File: src/rtl/scsi_arbsel_pkg.sv
package scsi_arbsel_pkg;

  typedef enum logic [2:0] {
    OP_NONE    = 3'd0,
    OP_ARB     = 3'd1,
    OP_SEL     = 3'd2,
    OP_BUSFREE = 3'd3,
    OP_ENRESEL = 3'd4,
    OP_DISRES  = 3'd5,
    OP_RESET   = 3'd6
  } op_t;

  typedef enum logic [2:0] {
    ST_IDLE      = 3'd0,
    ST_FREE_CHK  = 3'd1,
    ST_WAIT      = 3'd2,
    ST_ARB_START = 3'd3,
    ST_ARB_END   = 3'd4,
    ST_SEL_WAIT  = 3'd5
  } state_t;

endpackage

File: src/rtl/seq_cmd_decode.sv
module seq_cmd_decode
  import scsi_arbsel_pkg::*;
(
  input  logic [7:0] code,
  output op_t        op,
  output logic       atn_req
);
  logic unused_code_bits;
  assign unused_code_bits = ^{code[7:6], code[4]};
  assign atn_req = code[5];

  always_comb begin
    case (code[3:0])
      4'd1:    op = OP_ARB;
      4'd2:    op = OP_SEL;
      4'd3:    op = OP_BUSFREE;
      4'd4:    op = OP_ENRESEL;
      4'd5:    op = OP_DISRES;
      4'd6:    op = OP_RESET;
      default: op = OP_NONE;
    endcase
  end
endmodule

File: src/rtl/seq_delay_timer.sv
module seq_delay_timer #(
  parameter int CW = 24
) (
  input  logic          clk,
  input  logic          rst_n,
  input  logic          load,
  input  logic [CW-1:0] load_val,
  output logic          expired
);
  logic [CW-1:0] cnt_q;
  logic          cnt_en;

  assign cnt_en  = load || (cnt_q != '0);
  assign expired = (cnt_q == '0);

  always_ff @(posedge clk or negedge rst_n) begin
    if (!rst_n) begin
      cnt_q <= '0;
    end else if (cnt_en) begin
      if (load) cnt_q <= load_val;
      else      cnt_q <= cnt_q - 1'b1;
    end
  end
endmodule

File: src/rtl/seq_arb_judge.sv
module seq_arb_judge #(
  parameter int NUM_IDS = 8,
  localparam int IDX_W  = $clog2(NUM_IDS)
) (
  input  logic [IDX_W-1:0]   own_idx,
  input  logic [IDX_W-1:0]   tgt_idx,
  input  logic [NUM_IDS-1:0] bus_id,
  input  logic               bus_sel,
  output logic [NUM_IDS-1:0] own_bit,
  output logic [NUM_IDS-1:0] tgt_bit,
  output logic               win
);
  logic [NUM_IDS-1:0] above_own;

  for (genvar i = 0; i < NUM_IDS; i++) begin : g_bit
    assign own_bit[i]   = (own_idx == IDX_W'(i));
    assign tgt_bit[i]   = (tgt_idx == IDX_W'(i));
    assign above_own[i] = (own_idx < IDX_W'(i));
  end

  assign win = ((bus_id & above_own) == '0) && !bus_sel;
endmodule

File: src/rtl/scsi_arbsel_seq.sv
module scsi_arbsel_seq
  import scsi_arbsel_pkg::*;
#(
  parameter int NUM_IDS        = 8,
  parameter int BUS_FREE_CYC   = 40,
  parameter int SETTLE_CYC     = 20,
  parameter int CLEAR_CYC      = 40,
  parameter int ARB_CYC        = 120,
  parameter int SEL_TMO_CYC    = 12_500_000,
  localparam int IDX_W         = $clog2(NUM_IDS),
  localparam int FREE_SET_CYC  = BUS_FREE_CYC + SETTLE_CYC,
  localparam int MAX_A         = (FREE_SET_CYC > ARB_CYC) ? FREE_SET_CYC : ARB_CYC,
  localparam int MAX_B         = (CLEAR_CYC > SEL_TMO_CYC) ? CLEAR_CYC : SEL_TMO_CYC,
  localparam int MAX_CYC       = (MAX_A > MAX_B) ? MAX_A : MAX_B,
  localparam int CW            = $clog2(MAX_CYC + 1)
) (
  input  logic               clk,
  input  logic               rst_n,
  input  logic               cmd_valid,
  input  logic [7:0]         cmd_code,
  input  logic [IDX_W-1:0]   src_id,
  input  logic [IDX_W-1:0]   dst_id,
  input  logic [NUM_IDS-1:0] bus_id_in,
  input  logic               bus_bsy_in,
  input  logic               bus_sel_in,
  output logic [NUM_IDS-1:0] id_out,
  output logic               bsy_out,
  output logic               sel_out,
  output logic               atn_out,
  output logic               busy,
  output logic               cmd_done,
  output logic               exc_arb_lost,
  output logic               exc_sel_tmo,
  output logic               soft_rst
);
  // reset: asserted asynchronously, released after two clock edges
  logic [1:0] rst_sync_q;
  logic       rst_i_n;

  always_ff @(posedge clk or negedge rst_n) begin
    if (!rst_n) rst_sync_q <= 2'b00;
    else        rst_sync_q <= {rst_sync_q[0], 1'b1};
  end
  assign rst_i_n = rst_sync_q[1];

  op_t                op;
  logic               atn_req;
  logic [NUM_IDS-1:0] own_bit, tgt_bit;
  logic               arb_win;
  logic               tmr_load, tmr_expired;
  logic [CW-1:0]      tmr_val;
  logic               bus_free;

  seq_cmd_decode u_dec (
    .code    (cmd_code),
    .op      (op),
    .atn_req (atn_req)
  );

  seq_arb_judge #(.NUM_IDS(NUM_IDS)) u_judge (
    .own_idx (src_id),
    .tgt_idx (dst_id),
    .bus_id  (bus_id_in),
    .bus_sel (bus_sel_in),
    .own_bit (own_bit),
    .tgt_bit (tgt_bit),
    .win     (arb_win)
  );

  seq_delay_timer #(.CW(CW)) u_tmr (
    .clk      (clk),
    .rst_n    (rst_i_n),
    .load     (tmr_load),
    .load_val (tmr_val),
    .expired  (tmr_expired)
  );

  assign bus_free = !bus_bsy_in && !bus_sel_in;

  state_t             state_q, state_d, ret_q, ret_d;
  logic [NUM_IDS-1:0] id_q, id_d;
  logic               bsy_q, bsy_d, sel_q, sel_d, atn_q, atn_d;
  logic               done_q, done_d, lost_q, lost_d, tmo_q, tmo_d, srst_q, srst_d;

  always_comb begin
    state_d  = state_q;
    ret_d    = ret_q;
    id_d     = id_q;
    bsy_d    = bsy_q;
    sel_d    = sel_q;
    atn_d    = atn_q;
    done_d   = 1'b0;
    lost_d   = 1'b0;
    tmo_d    = 1'b0;
    srst_d   = 1'b0;
    tmr_load = 1'b0;
    tmr_val  = '0;
    case (state_q)
      ST_IDLE: begin
        if (cmd_valid) begin
          case (op)
            OP_ARB: begin
              id_d    = '0;
              bsy_d   = 1'b0;
              sel_d   = 1'b0;
              atn_d   = 1'b0;
              state_d = ST_FREE_CHK;
            end
            OP_SEL: begin
              id_d     = own_bit | tgt_bit;
              bsy_d    = 1'b0;
              sel_d    = 1'b1;
              atn_d    = atn_req;
              tmr_load = 1'b1;
              tmr_val  = CW'(SEL_TMO_CYC - 1);
              state_d  = ST_SEL_WAIT;
            end
            OP_BUSFREE, OP_ENRESEL, OP_DISRES: done_d = 1'b1;
            OP_RESET: begin
              done_d = 1'b1;
              srst_d = 1'b1;
            end
            default: ;
          endcase
        end
      end
      ST_FREE_CHK: begin
        tmr_load = 1'b1;
        state_d  = ST_WAIT;
        if (bus_free) begin
          tmr_val = CW'(FREE_SET_CYC - 1);
          ret_d   = ST_ARB_START;
        end else begin
          tmr_val = CW'(BUS_FREE_CYC - 1);
          ret_d   = ST_FREE_CHK;
        end
      end
      ST_WAIT: begin
        if (tmr_expired) state_d = ret_q;
      end
      ST_ARB_START: begin
        tmr_load = 1'b1;
        state_d  = ST_WAIT;
        if (bus_free) begin
          bsy_d   = 1'b1;
          id_d    = own_bit;
          tmr_val = CW'(ARB_CYC - 1);
          ret_d   = ST_ARB_END;
        end else begin
          id_d    = '0;
          bsy_d   = 1'b0;
          sel_d   = 1'b0;
          atn_d   = 1'b0;
          tmr_val = CW'(CLEAR_CYC - 1);
          ret_d   = ST_FREE_CHK;
        end
      end
      ST_ARB_END: begin
        done_d  = 1'b1;
        state_d = ST_IDLE;
        if (arb_win) begin
          sel_d = 1'b1;
        end else begin
          id_d   = '0;
          bsy_d  = 1'b0;
          sel_d  = 1'b0;
          atn_d  = 1'b0;
          lost_d = 1'b1;
        end
      end
      ST_SEL_WAIT: begin
        if (bus_bsy_in) begin
          sel_d   = 1'b0;
          done_d  = 1'b1;
          state_d = ST_IDLE;
        end else if (tmr_expired) begin
          id_d    = '0;
          bsy_d   = 1'b0;
          sel_d   = 1'b0;
          atn_d   = 1'b0;
          tmo_d   = 1'b1;
          done_d  = 1'b1;
          state_d = ST_IDLE;
        end
      end
      default: state_d = ST_IDLE;
    endcase
  end

  always_ff @(posedge clk or negedge rst_i_n) begin
    if (!rst_i_n) begin
      state_q <= ST_IDLE;
      ret_q   <= ST_IDLE;
      id_q    <= '0;
      bsy_q   <= 1'b0;
      sel_q   <= 1'b0;
      atn_q   <= 1'b0;
      done_q  <= 1'b0;
      lost_q  <= 1'b0;
      tmo_q   <= 1'b0;
      srst_q  <= 1'b0;
    end else begin
      state_q <= state_d;
      ret_q   <= ret_d;
      id_q    <= id_d;
      bsy_q   <= bsy_d;
      sel_q   <= sel_d;
      atn_q   <= atn_d;
      done_q  <= done_d;
      lost_q  <= lost_d;
      tmo_q   <= tmo_d;
      srst_q  <= srst_d;
    end
  end

  assign id_out       = id_q;
  assign bsy_out      = bsy_q;
  assign sel_out      = sel_q;
  assign atn_out      = atn_q;
  assign busy         = (state_q != ST_IDLE);
  assign cmd_done     = done_q;
  assign exc_arb_lost = lost_q;
  assign exc_sel_tmo  = tmo_q;
  assign soft_rst     = srst_q;
endmodule

File: config.mk
export PLATFORM = sky130hd
export DESIGN_NAME = scsi_arbsel_seq
export DESIGN_NICKNAME = d
export VERILOG_FILES = /design/src/rtl/scsi_arbsel_pkg.sv /design/src/rtl/seq_cmd_decode.sv /design/src/rtl/seq_delay_timer.sv /design/src/rtl/seq_arb_judge.sv /design/src/rtl/scsi_arbsel_seq.sv
export SDC_FILE = /design/constraint.sdc
export NUM_CORES = 1
export LEC_CHECK = 0
export ABC_AREA = 1
export ABC_CLOCK_PERIOD_IN_PS = 2300
export BUFFER_PORTS_ARGS = -buffer_cell sky130_fd_sc_hd__clkbuf_2
export CORE_MARGIN = 3
export CORE_UTILIZATION = 52
export CTS_BUF_LIST = sky130_fd_sc_hd__clkbuf_2 sky130_fd_sc_hd__clkbuf_4 sky130_fd_sc_hd__clkbuf_8
export DETAILED_ROUTE_END_ITERATION = 12
export PLACE_DENSITY = 0.77
export SYNTH_ARGS = -nofsm -noshare
export SYNTH_HDL_FRONTEND = slang
export SYNTH_HIERARCHICAL = 1
export SYNTH_SLANG_ARGS = --single-unit
File: constraint.sdc
create_clock -name clk -period 2.3 [get_ports clk]
set_input_delay 0.115 -clock clk [delete_from_list [all_inputs] [get_ports clk]]
set_output_delay 0.115 -clock clk [all_outputs]
set_load 0.005 [all_outputs]
### Word level (Yosys, flattened, before mapping)

Index checks and enable logic that the tools add are counted.
W data, S select, Z words.

* register bits after elaboration: 47
* bits in latches: 0
* RAM bits: 0
* memory bits (read-only): 0
* input bits: 27
* logic and storage cells: 139
* memories: 0

* $add $sub $neg: 1
* $mul: 0
* divide/modulo/power cells: 0
* order comparisons: 8
* equal/unequal tests: 40
* shifts and indexed selects: 0
* multiplexer cells: 54
* bitwise gates (word level): 2
* reductions and logical operators: 22

Operators by type and width (count)
* $mux W24: 3
* $pmux W24 S3: 1
* $mux W8: 5
* $eq A3 B3 Y1 const B: 13
* $pmux W8 S4: 1
* $eq A3 B2 Y1 const B: 8
* $logic_not A24 Y1: 1
* $mux W1: 24
* $reduce_bool A24 Y1: 1
* $sub A24 B1 Y24 const B: 1
* $pmux W3 S6: 1
* $pmux W8 S2: 1
* $mux W3: 5
* $ne A2 B2 Y1 const B: 7
* $eq A3 B1 Y1 const B: 4
* $eq A4 B3 Y1 const B: 3
* $lt A3 B3 Y1 const B: 4
* $pmux W1 S4: 3
* $pmux W3 S2: 2
* $pmux W3 S4: 1
* $reduce_and A6 Y1: 2
* $logic_not A3 Y1: 3
* $and A8 B8 Y8: 1
* $eq A4 B2 Y1 const B: 2
* other kinds (23): 30

### Depth between registers and ports, before layout

* depth after elaboration: 7
* gate-level depth with buffers: 15
* depth with buffers taken out: 15

### Hierarchy

Netlist, hierarchy kept.

By module, submodules not included
* seq_delay_timer: instances 1, cells each 256, area an instance 1675.4 µm², sequential area each 600.6 µm²
* scsi_arbsel_seq: instances 1, cells each 195, area an instance 1323.8 µm², sequential area each 575.6 µm²
* seq_arb_judge: instances 1, cells each 44, area an instance 193.9 µm², sequential area each 0.0 µm²
* seq_cmd_decode: instances 1, cells each 14, area an instance 56.3 µm², sequential area each 0.0 µm²

### Worst setup path before layout

No wires, ideal clock.

* kind: register to register
* from: register state_q[0]
* to: register u_tmr.cnt_q[11]
* library setup time: 116 ps
* data arrival time: 1664 ps
* path slack: 520 ps
* stages on the path, launching flop included: 13
* buffers on the path: 2
* period minus slack after synthesis: 1780 ps
* path through: dfrtp_1 -> nor2_2 -> nand2_1 -> inv_1 -> nand3_1 -> nand2_1 -> buf_2 -> inv_1 -> nand2_4 -> inv_4 -> buf_6 -> nand2_1 -> nand2_1

* cells in the longest elaborated chain, start to end: 4

Ends and longest elaborated chain
* start, declared: RTL line scsi_arbsel_seq.sv:80 `state_t state_q, state_d, ret_q, ret_d;`
* start signal, assigned: RTL line scsi_arbsel_seq.sv:203 `state_q <= state_d;`
* $eq A3 B2 Y1 / $eq A3 B1 Y1 (equally long branches): RTL line scsi_arbsel_seq.sv:98 `case (state_q)`
* $reduce_or A2 Y1 (no line)
* $pmux W1 S2 *: RTL line scsi_arbsel_seq.sv:98
* via tmr_load: RTL line scsi_arbsel_seq.sv:50 `logic tmr_load, tmr_expired;`
* $mux W24 / $logic_or A1 B1 Y1 (equally long branches): RTL line seq_delay_timer.sv:20, seq_delay_timer.sv:13
* end signal, assigned: RTL line seq_delay_timer.sv:20 `if (load) cnt_q <= load_val;`
* end signal, assigned: RTL line seq_delay_timer.sv:21 `else cnt_q <= cnt_q - 1'b1;`
* end, declared: RTL line seq_delay_timer.sv:10 `logic [CW-1:0] cnt_q;`

Mark *: on every way through the listed nets, which the timed path passes. The rest lies on a longest branch.
A chain may end at the register's enable or synchronous reset.

### Worst setup path in the final report

* from: register u_tmr.cnt_q[0]
* to: register id_q[2], in the netlist id_out[2]

* cells in the longest elaborated chain, start to end: 3

Ends and longest elaborated chain
* $logic_not A24 Y1: RTL line seq_delay_timer.sv:14 `assign expired = (cnt_q == '0);`
* via tmr_expired: RTL line scsi_arbsel_seq.sv:50
* $ne A2 B2 Y1 (no line)
* $reduce_and A6 Y1 (no line)
* end signal, assigned: RTL line scsi_arbsel_seq.sv:205 `id_q <= id_d;`
* end, declared: RTL line scsi_arbsel_seq.sv:81 `logic [NUM_IDS-1:0] id_q, id_d;`

The timed path passes the listed nets, and every way through them passes these cells.

==> metrics.md <==
| Metric | Value |
|---|---|
| Peak supply drop | 0.735 mV |
| Total track usage | 22.1% |
| CTS tree | done |
| Achievable frequency | 502 MHz |
| First-pass GRT wire length | 13300 microns |
| Slew headroom | 63.8% |
| Final Skew | 0.00633 ns |
| Status | finished, final reports clean |
| Crit start category | register |
| CP Capture Type | register |
| Yosys warns | 6 |
| Critical path required time | 2.50 ns |
| Routed Antenna Nets | 0 |
| Hold path depth | 2 |
| Fin util | 61.1% |
| CTS max path bufs | 2 |
| Worst EP arrival | 2.19 ns |
| R2R depth | 13 |
| Async S/R FF share, synth | 100% |
| Die ar. | 7230 sq um |
| Final Hold Vio Count | 0 |
| Hold path start | bus_bsy_in |
| Reg-to-Reg End | id_out[2]$_DFFE_PN0P_ |
| Wire length per cell | 11.6 microns |
| Final WS setup | 0.306 ns |
| Final Cycle Share | 86.7% |
| HPWL after detailed placement | 5690 microns |
| Initial antenna violation count | 0 |
| Root buffer cell | clkbuf_8 |
| I/O pins | 43 |
| Max-slew violations | 0 |
| Clk_lat worst skew | 0.30 ns |
| Yosys cell types | 32 |
| Crit-path max FO | 9 |
| DP Worst Slack | 0.278 ns |
| RSZ-0062 raised after global routing | false |
| Residual DRC count | 0 |
| Syn Area/Cell | 6.38 sq um |
| Worst setup path class | reg2reg |
| Area Overhead vs Synth | 12.6% |
| Syn Inst Count | 509 |
| Final Non-Filler Cells | 632 |
| Hold Slack | 0.0121 ns |
| DRT Pass-1 Iters | 4 |
| FF-to-FF setup slack | 0.31 ns |
| GRT Residual Overflow | 0 |
| Die H | 85.1 microns |
| Layout cells sized above 1 | 15.1% |
| Rows | 28 |
| Register bit total from synthesis | 47 |
| Ant diodes | 0 |
| Filler cells | 572 |
| Setup violators final | 0 |
| Clock Sinks | 47 |
| Pwr Density | 1110 nW/um^2 |
| Port-buffer cells | 38 |
| Post-Synthesis Cell Area | 3250 sq um |
| Post-synth EDFFs | 0 |
| DP Cell Count | 623 |
| RD Place Congestion | 0.900 |
| First DRT Iteration DRCs | 153 |
| Min cycle time layout | 1.99 ns |
| Core area | 5990 sq um |
| Static Leakage | 2.06 nW |
| Final #Nets | 585 |
| Vias after detailed routing | 3187 |
| Commonest non-fill, non-tap cells in the layout | 192 x nand2_1, 78 x nor2_1, 47 x inv_1 |
| Sequential element share of the synthesized area | 36.2% |
| TNS Setup | 0 ns |
| Initial Utilization | 54.2% |
| Ys flop type | dfrtp_1 |
| Vias/cell | 5.04 |
| Overall power | 4.06 mW |
| Hold EP | exc_sel_tmo$_DFF_PN0_ |
| Commonest non-fill, non-tap cell in the layout | nand2_1 |
| Reg2reg start | u_tmr/cnt_q[0]$_DFFE_PN0P_ |
| Tightest Pin Transition | 0.544 ns |
| Worst-path clk slew | 0.09 ns |
| Final wirelength | 7350 microns |
| H-tree depth | 2 |
| Largest net degree at the start of global routing | 26 |
| Number of global-route vias before repair | 3124 |
| CTS Buf Count | 5 |
| Final std cell area, no fill | 3660 sq um |
| Hold WC Path Type | in2reg |
| Maxcap violations | 0 |
| Placed cell area | 3540 sq um |
| Die X | 85.1 microns |
what timing repair did:
action / in CTS / in global routing
hold buffers: 1 / 0
hold endpoints to repair: 2 / 0
gates resized for setup: 0 / 1
endpoints found under the setup margin: 0 / 1
buffers inserted: 0 / 0
per-layer routing:
metal | global-route usage, % | up-vias | part of all wire [%]
met3 | 3.50 | 12 | 3.8
met2 | 37.9 | 63 | 48
met5 | 0 | - | 0
met1 | 27.7 | 1432 | 46
li1 | - | 1680 | -
met4 | 8.92 | 0 | 2.2
cell type report:
type	instances	area, sq um	share of cell area [%]
multi-input combinational	405	1840	50.3
sequential	47	1180	32.2
timing repair buffer	45	245	6.70
clock buffer	8	104	2.84
tap	75	93.8	2.56
inverter	52	198	5.40
worst max path at each step:
stage,from,to,slack [ns],cells past startpoint
global placement,u_tmr/cnt_q[0]$_DFFE_PN0P_,id_out[4]$_DFFE_PN0P_,0.31,13
global route,u_tmr/cnt_q[0]$_DFFE_PN0P_,id_out[3]$_DFFE_PN0P_,0.07,13
CTS,u_tmr/cnt_q[0]$_DFFE_PN0P_,id_out[0]$_DFFE_PN0P_,0.24,13
floorplan,state_q[0]$_DFFE_PN0P_,u_tmr/cnt_q[11]$_DFFE_PN0P_,0.52,12
finish,u_tmr/cnt_q[0]$_DFFE_PN0P_,id_out[2]$_DFFE_PN0P_,0.31,13
detailed placement,u_tmr/cnt_q[0]$_DFFE_PN0P_,id_out[2]$_DFFE_PN0P_,0.28,13
cell usage after synthesis, types with 2 or more instances:
library cell	count	area, sq um
xor2_1	4	35.0
nor2_2	13	81.3
ha_1	2	25.0
xnor2_1	5	43.8
dfrtp_1	47	1180
nand3b_1	4	30.0
nor2_1	78	293
nor3_1	12	60.1
o21ai_0	16	80.1
buf_2	4	20.0
a21oi_1	2	10.0
nand4_1	10	62.6
nor2_4	3	33.8
nand3_1	39	195
buf_4	3	22.5
inv_1	47	176
a31oi_1	2	12.5
inv_2	4	15.0
o21ai_1	3	15.0
clkbuf_1	2	7.51
nand2_2	2	12.5
conb_1	2	7.51
nand2_1	192	721
nand3_2	5	50.1
where the power goes:
part           internal, mW  switching (mW)  total (mW)
sequential             1.09           0.248        1.34
clock                 0.287           0.274       0.561
combinational         0.714            1.44        2.16
sequential cells by signal (all words and copies together) (netlist names):
name,cells
u_tmr/cnt_q,24
exc_arb_lost,1
ret_q,3
sel_out,1
bsy_out,1
state_q,3
atn_out,1
rst_sync_q,2
id_out,8
cmd_done,1
exc_sel_tmo,1
soft_rst,1
worst max-delay path: stages (launching register included):
cell	delay, ns
dfrtp_1	0.41
inv_1	0.12
ha_1	0.25
nand3_2	0.09
nor2_2	0.10
nand3_2	0.10
inv_1	0.14
inv_1	0.08
nor2_1	0.08
o21ai_0	0.10
inv_1	0.12
nand3_4	0.15
nand2_1	0.10
nand2_1	0.05
kinds of logic after synthesis:
| family | Yosys count | share of synthesized area (%) |
|---|---|---|
| XOR/XNOR | 9 | 2.43 |
| AO/OA/AOI/OAI | 26 | 4.31 |
| flip-flops | 47 | 36.2 |
| buffers and inverters | 62 | 7.97 |
| adder cells (fa/ha/maj) | 2 | 0.770 |
| other | 2 | 0.231 |
| AND/OR/NAND/NOR | 361 | 48.1 |
(Power assumes the default switching activity.)
